==> src/rtl/itp_pkg.sv <==
package itp_pkg;
  localparam int LFSR_W = 8;
  // Galois polynomial x^8 + x^6 + x^5 + x^4 + 1, maximal length
  localparam logic [LFSR_W-1:0] LFSR_TAPS = 8'hB8;
  localparam logic [LFSR_W-1:0] LFSR_SEED = 8'h01;
endpackage

==> src/rtl/itp_hash.sv <==
module itp_hash #(
  parameter int ADDR_W    = 32,
  parameter int HIST_W    = 8,
  parameter int PATH_N    = 2,
  parameter int SET_W     = 4,
  parameter int TAG_W     = 10,
  parameter int SHIFT     = 2,
  parameter int HASH_HIST = 1,
  parameter int HASH_PATH = 1
) (
  input  logic [ADDR_W-1:0]        addr,
  input  logic [HIST_W-1:0]        hist,
  input  logic [PATH_N*ADDR_W-1:0] path,
  output logic [SET_W-1:0]         set_idx,
  output logic [TAG_W-1:0]         tag
);
  localparam int STEP = SET_W / PATH_N;

  logic [PATH_N:0][ADDR_W-1:0] fold;

  // Base term: aligned address, optionally folded with global history
  if (HASH_HIST != 0) begin : g_hist
    assign fold[0] = (addr >> SHIFT) ^ ADDR_W'(hist);
  end else begin : g_nohist
    assign fold[0] = addr >> SHIFT;
  end

  // Newest path target first, each older one shifted further right
  for (genvar p = 0; p < PATH_N; p++) begin : g_path
    if (HASH_PATH != 0) begin : g_on
      assign fold[p+1] = fold[p] ^ (path[p*ADDR_W +: ADDR_W] >> (SHIFT + p*STEP));
    end else begin : g_off
      assign fold[p+1] = fold[p];
    end
  end

  assign set_idx = fold[PATH_N][SET_W-1:0];
  assign tag     = addr[SHIFT +: TAG_W];
endmodule

==> src/rtl/itp_lfsr.sv <==
module itp_lfsr import itp_pkg::*; (
  input  logic              clk,
  input  logic              rst_n,
  input  logic              step,
  output logic [LFSR_W-1:0] value
);
  logic [LFSR_W-1:0] lfsr_d, lfsr_q;

  always_comb begin
    lfsr_d = lfsr_q;
    if (step) lfsr_d = (lfsr_q >> 1) ^ (lfsr_q[0] ? LFSR_TAPS : '0);
  end

  always_ff @(posedge clk or negedge rst_n) begin
    if (!rst_n) lfsr_q <= LFSR_SEED;
    else        lfsr_q <= lfsr_d;
  end

  assign value = lfsr_q;

  AST_LFSR_NONZERO: assert property (@(posedge clk) disable iff (!rst_n)
    lfsr_q != '0);
endmodule

==> src/rtl/itp_way_match.sv <==
module itp_way_match #(
  parameter int WAYS  = 4,
  parameter int TAG_W = 10
) (
  input  logic [WAYS-1:0][TAG_W-1:0] tags,
  input  logic [WAYS-1:0]            valids,
  input  logic [TAG_W-1:0]           probe,
  output logic [WAYS-1:0]            match
);
  for (genvar w = 0; w < WAYS; w++) begin : g_way
    assign match[w] = valids[w] && (tags[w] == probe);
  end
endmodule

==> src/rtl/itp_victim.sv <==
module itp_victim import itp_pkg::*; #(
  parameter int WAYS = 4
) (
  input  logic [WAYS-1:0]   valids,
  input  logic [LFSR_W-1:0] rnd,
  output logic [WAYS-1:0]   pick
);
  logic found;

  always_comb begin
    pick  = '0;
    found = 1'b0;
    for (int w = 0; w < WAYS; w++) begin
      if (!valids[w] && !found) begin
        pick[w] = 1'b1;
        found   = 1'b1;
      end
    end
    if (!found) pick = WAYS'(1) << (rnd % WAYS);
  end
endmodule

==> src/rtl/itp_predictor.sv <==
module itp_predictor import itp_pkg::*; #(
  parameter int ADDR_W    = 32,
  parameter int HIST_W    = 8,
  parameter int SETS      = 16,
  parameter int WAYS      = 4,
  parameter int TAG_W     = 10,
  parameter int PATH_N    = 2,
  parameter int SHIFT     = 2,
  parameter int HASH_HIST = 1,
  parameter int HASH_PATH = 1
) (
  input  logic                     clk,
  input  logic                     rst_n,
  input  logic                     lk_valid,
  input  logic [ADDR_W-1:0]        lk_addr,
  input  logic [HIST_W-1:0]        lk_hist,
  input  logic [PATH_N*ADDR_W-1:0] lk_path,
  output logic                     lk_hit,
  output logic [ADDR_W-1:0]        lk_target,
  input  logic                     up_valid,
  input  logic [ADDR_W-1:0]        up_addr,
  input  logic [HIST_W-1:0]        up_hist,
  input  logic [PATH_N*ADDR_W-1:0] up_path,
  input  logic [ADDR_W-1:0]        up_target
);
  localparam int SET_W = $clog2(SETS);

  // Table storage; only valid bits are reset
  logic [WAYS-1:0][TAG_W-1:0]  tag_q   [SETS];
  logic [WAYS-1:0][ADDR_W-1:0] tgt_q   [SETS];
  logic [WAYS-1:0]             valid_q [SETS];

  logic [SET_W-1:0]  lk_set, up_set;
  logic [TAG_W-1:0]  lk_tag, up_tag;
  logic [WAYS-1:0]   lk_match, up_match, victim_oh, wr_oh;
  logic [LFSR_W-1:0] rnd;
  logic [ADDR_W-1:0] lk_sel_tgt;
  logic              hit_d;
  logic [ADDR_W-1:0] target_d;

  itp_hash #(.ADDR_W(ADDR_W), .HIST_W(HIST_W), .PATH_N(PATH_N), .SET_W(SET_W),
             .TAG_W(TAG_W), .SHIFT(SHIFT), .HASH_HIST(HASH_HIST),
             .HASH_PATH(HASH_PATH))
    u_lk_hash (.addr(lk_addr), .hist(lk_hist), .path(lk_path),
               .set_idx(lk_set), .tag(lk_tag));

  itp_hash #(.ADDR_W(ADDR_W), .HIST_W(HIST_W), .PATH_N(PATH_N), .SET_W(SET_W),
             .TAG_W(TAG_W), .SHIFT(SHIFT), .HASH_HIST(HASH_HIST),
             .HASH_PATH(HASH_PATH))
    u_up_hash (.addr(up_addr), .hist(up_hist), .path(up_path),
               .set_idx(up_set), .tag(up_tag));

  itp_way_match #(.WAYS(WAYS), .TAG_W(TAG_W))
    u_lk_match (.tags(tag_q[lk_set]), .valids(valid_q[lk_set]),
                .probe(lk_tag), .match(lk_match));

  itp_way_match #(.WAYS(WAYS), .TAG_W(TAG_W))
    u_up_match (.tags(tag_q[up_set]), .valids(valid_q[up_set]),
                .probe(up_tag), .match(up_match));

  itp_lfsr u_lfsr (.clk(clk), .rst_n(rst_n), .step(1'b1), .value(rnd));

  itp_victim #(.WAYS(WAYS))
    u_victim (.valids(valid_q[up_set]), .rnd(rnd), .pick(victim_oh));

  // Lookup next state: reads the table before any same-edge write
  always_comb begin
    lk_sel_tgt = '0;
    for (int w = 0; w < WAYS; w++) begin
      if (lk_match[w]) lk_sel_tgt = lk_sel_tgt | tgt_q[lk_set][w];
    end
    hit_d    = lk_valid && (|lk_match);
    target_d = lk_valid ? lk_sel_tgt : lk_target;
  end

  always_ff @(posedge clk or negedge rst_n) begin
    if (!rst_n) begin
      lk_hit    <= 1'b0;
      lk_target <= '0;
    end else begin
      lk_hit    <= hit_d;
      lk_target <= target_d;
    end
  end

  // Update: matching way wins, otherwise the victim picker chooses
  assign wr_oh = (|up_match) ? up_match : victim_oh;

  always_ff @(posedge clk) begin
    if (up_valid) begin
      for (int w = 0; w < WAYS; w++) begin
        if (wr_oh[w]) begin
          tag_q[up_set][w] <= up_tag;
          tgt_q[up_set][w] <= up_target;
        end
      end
    end
  end

  always_ff @(posedge clk or negedge rst_n) begin
    if (!rst_n) begin
      for (int s = 0; s < SETS; s++) valid_q[s] <= '0;
    end else if (up_valid) begin
      valid_q[up_set] <= valid_q[up_set] | wr_oh;
    end
  end

  AST_HIT_NEEDS_REQ: assert property (@(posedge clk) disable iff (!rst_n)
    lk_hit |-> $past(lk_valid));
  AST_TARGET_HELD: assert property (@(posedge clk) disable iff (!rst_n)
    !lk_valid |=> $stable(lk_target));
  AST_TAG_UNIQUE: assert property (@(posedge clk) disable iff (!rst_n)
    $onehot0(lk_match));
  AST_ONE_WAY_WRITTEN: assert property (@(posedge clk) disable iff (!rst_n)
    up_valid |-> $onehot(wr_oh));
endmodule

==> config.mk <==
export PLATFORM = sky130hd
export DESIGN_NAME = itp_predictor
export DESIGN_NICKNAME = d
export VERILOG_FILES = /design/src/rtl/itp_pkg.sv /design/src/rtl/itp_hash.sv /design/src/rtl/itp_lfsr.sv /design/src/rtl/itp_way_match.sv /design/src/rtl/itp_victim.sv /design/src/rtl/itp_predictor.sv
export SDC_FILE = /design/constraint.sdc
export NUM_CORES = 2
export LEC_CHECK = 0
export ABC_AREA = 1
export BUFFER_PORTS_ARGS = -buffer_cell sky130_fd_sc_hd__clkbuf_2
export CORE_ASPECT_RATIO = 1.2
export CORE_MARGIN = 2
export CORE_UTILIZATION = 35
export CTS_CLUSTER_SIZE = 12
export DETAILED_ROUTE_END_ITERATION = 10
export PLACE_DENSITY = 0.62
export SLEW_MARGIN = 20
export SYNTH_ARGS = -nofsm -noshare
export SYNTH_HDL_FRONTEND = slang
export SYNTH_SLANG_ARGS = --single-unit
==> constraint.sdc <==
create_clock -name clk -period 4.1 [get_ports clk]
set_clock_uncertainty 0.1 [all_clocks]
set_input_delay 0.205 -clock clk [delete_from_list [all_inputs] [get_ports clk]]
set_output_delay 0.205 -clock clk [all_outputs]
set_load 0.1 [all_outputs]
==> reports/summary.md <==
- instance count after placement with tap cells included: 15345
- final instance count without filler cells: 15850
- total count of hold-check failures in the final report: 0
- pin count of the biggest net entering global routing: 191
- number of synthesized flops with an enable pin: 2688
- number of clock buffers inserted by TritonCTS: 297
- Unique masters post-synth: 44
- Arr. time, crit path: 4.49 ns
- asr flop ratio synth: 3.759%
- Tmin final: 4.083 ns
- Most used DFF post-synth: edfxtp_1
- DRT antenna net count: 0
- relative area change from synthesis to final layout: 17.37%
- clock latency on the worst-skew pair: 0.89 ns
- die outline height: 646.4 um
- total number of vias: 88526
- share of cells above drive strength 1: 11.11%
- final worst setup slack: 0.01729 ns
- Slew Limit Headroom: 26.33%
- Final Cycle Share: 99.58%
- sequential fraction of the synthesis area: 69.25%
- required time reported for the critical path endpoint: 4.50 ns
- net count after synthesis: 11065
- initial antenna violation count: 13
- end point of the most critical hold path: tgt_q[12][78]$_DFFE_PP_
- buffers from clock root to sink, at most: 4
- depth of the worst register-to-register path: 17
- final global-route overflow total: 0
- die area: 348600 sq um
- total wirelength of the detailed-routed design: 403.9 mm
- Max Freq: 244.9 MHz
- post-synthesis instance area: 120400 sq um
- first-pass GRT wire length: 578.4 mm
- number of standard cells after synthesis: 10821
- post-DP HPWL: 249.2 mm
- kind of critical path: in2reg
- die extent in x: 539.3 um
- Worst Setup Start Kind: input pin
- sort of element at the end of the critical path: flop
- biggest fanout along the worst timing path: 24
- vias in the first global route: 82741
- starting density of the core: 35.20%
- port buffer count: 112
- RSZ-0062 raised after global routing: no
- number of buffers added for setup after CTS: 0
- number of vias per cell after detailed routing: 5.585
- min-delay src: up_target[14]
- TritonCTS clock tree: yes
- Num Clock Sinks: 2793
- IR Drop Worst-Case VDD: 0.3007 mV
- Setup Total Neg Slack: 0 ns
- Post-Route Utilization: 41.31%
- io pins: 277
- FF-to-FF setup slack: 0.62 ns
- cell depth of the worst min-delay path: 1
- Power Density: 516.1 nW/um^2
- CORE AREA: 342000 sq um
- clock edge transition at the registers on the reported setup and hold paths: 0.06 ns
- number of remaining DRC errors: 0
- slew at the pin with the worst max-slew slack: 1.105 ns
- number of iterations in the first detailed-routing pass: 6
- Max Slew Vio Count: 0
- number of DRC markers in iteration 0: 11789
- Max Cap Viol: 0
- WL per Instance: 25.48 um
- post-route cell area: 141300 sq um
- Critical R2R Capture: tgt_q[13][8]$_DFFE_PP_
- H-tree levels: 5
- mean cell area of the mapped netlist: 11.12 sq um
- Core Rows: 235
- Yosys warnings: 0
- routability congestion estimate: 0.9551
- leakage power: 50.18 nW
- number of nets in the layout: 11426
- cell area reported after detailed placement: 132200 sq um
- final setup violating endpoints: 0
- worst setup slack before clock tree synthesis: -0.3978 ns
- origin of the critical flop-to-flop path: tag_q[0][15]$_DFFE_PP_
- Global Route Usage Sum: 22.46%
- outcome: finished, final reports clean
- synthesis-stage register bit count: 2793
- Hold Crit Class: in2reg
- Clock Tree Root: clkbuf_16
[placed cells by master, fill, tap and decap left out, types with 50 or more instances in the layout]
cell type and n:
a32o_1 50, dfrtp_1 104, nor2_4 73, o22ai_1 324, o21ai_0 1393, o221ai_1 152, inv_1 479, clkbuf_1 63
buf_12 245, o211ai_1 324, nand3_1 588, nand3b_1 81, clkbuf_2 105, a21oi_1 142, buf_4 421, edfxtp_1 2688
nor2_1 1226, nand2_1 2316, clkbuf_16 304
[final cells by class]
type / instances / area [sq um]
Tap cell: 4503 / 5634
Clock buffer: 369 / 7871
Sequential cell: 2793 / 83350
Antenna cell: 3 / 7.507
Clock inverter: 92 / 752.0
Inverter: 491 / 1866
Multi-Input combinational cell: 6780 / 32680
Timing Repair Buffer: 819 / 9116
Fill cell: 31568 / 200700
[worst max-delay path: stages]
cell and delay (ns):
dlygate4sd3_1 0.53, clkbuf_2 0.15, xnor2_1 0.17, xor2_1 0.27
buf_4 0.19, inv_1 0.07, nand2_1 0.12, inv_2 0.08
buf_12 0.16, buf_4 0.18, nand2_1 0.08, nand2_1 0.07
nor2_1 0.10, nand2_1 0.05, nand2_1 0.30, nand2_1 0.09
nor2_1 0.34, nand3_2 0.15, nand2_2 0.16, inv_2 0.06
nand2_4 0.08, o21ai_4 0.07, buf_12 0.18, nor2_4 0.23
buf_12 0.25
[per-stage QoR]
stage / power (mW) / hold WS (ns)
4_1_cts: 72.95 / 0.04034
5_1_grt: 75.35 / 0.02548
6_report: 72.91 / 0.02317
2_1_floorplan: 41.23 / -0.1906
3_5_place_dp: 48.27 / 0.1746
3_3_place_gp: 48.21 / 0.1758
[state kept, by name, summed over array words and instances (netlist names)]
| register | cells |
|---|---|
| tgt_q | 2048 |
| tag_q | 640 |
| lk_hit | 1 |
| valid_q | 64 |
| lk_target | 32 |
| u_lfsr.value | 8 |
[layer usage]
metal	track usage, %	vias to the layer above	routed length, um
met1	29.58	43621	157400
met3	4.099	839	39480
met2	35.99	4843	186900
li1	-	39215	-
met4	10.27	8	20070
met5	0	-	52
[worst max-delay path by stage]
stage	end	startpoint
4_1_cts	tgt_q[14][8]$_DFFE_PP_	up_addr[5]
3_3_place_gp	tgt_q[13][16]$_DFFE_PP_	up_hist[0]
6_report	tgt_q[13][8]$_DFFE_PP_	up_addr[5]
5_1_grt	tgt_q[8][27]$_DFFE_PP_	up_addr[5]
3_5_place_dp	tgt_q[14][16]$_DFFE_PP_	up_hist[0]
2_1_floorplan	tag_q[0][0]$_DFFE_PP_	up_addr[2]
[cell families after synthesis]
| logic type | count (synthesis) | share of synthesized area, % |
|---|---|---|
| buffers and inverters | 1248 | 4.158 |
| flip-flops | 2793 | 69.25 |
| XOR/XNOR | 32 | 0.2952 |
| AO/OA/AOI/OAI | 2409 | 11.76 |
| AND/OR/NAND/NOR | 4339 | 14.54 |
[power breakdown]
part / internal, mW / switching (mW)
clock: 14.1 / 10.9
sequential: 32.0 / 0.242
combinational: 4.70 / 11.1
[synthesized netlist by cell type (2+ instances only)]
library cell     n  area, sq um
o211ai_1       324         2432
o21ai_0       1393         6972
buf_2          169        845.8
a32o_1          50        500.5
buf_6            3        33.78
o22ai_1        324         2027
o221ai_1       152         1331
nand3b_1        81        608.1
buf_4           23        172.7
nor2_2           4        25.02
nor2_1        1298         4872
edfxtp_1      2688        80720
inv_1          481         1805
nand3_1        588         2943
o21bai_1         2        15.01
a211oi_1         3        22.52
nand2_1       2317         8697
xnor2_2          2        32.53
and2_1           2        12.51
xnor2_4          2        55.05
xor2_1          17        148.9
buf_1           60        225.2
xnor2_1          8        70.07
or2_2            3        18.77
nor3_1          11        55.05
nand4_1         19        118.9
nand2_2          6        37.54
xor2_2           3        48.80
dfrtp_1        104         2603
a21boi_4         3        56.30
o21ai_1         12        60.06
inv_2            6        22.52
nand3_2          7        70.07
clkbuf_1       502         1884
clkinv_1         4        15.01
a21oi_1        142        710.7
[what timing repair did]
action,CTS,global route
hold buffers,37,2
hold endpoints to repair,1191,73
resized for setup,0,0
(Power assumes the default switching activity.)
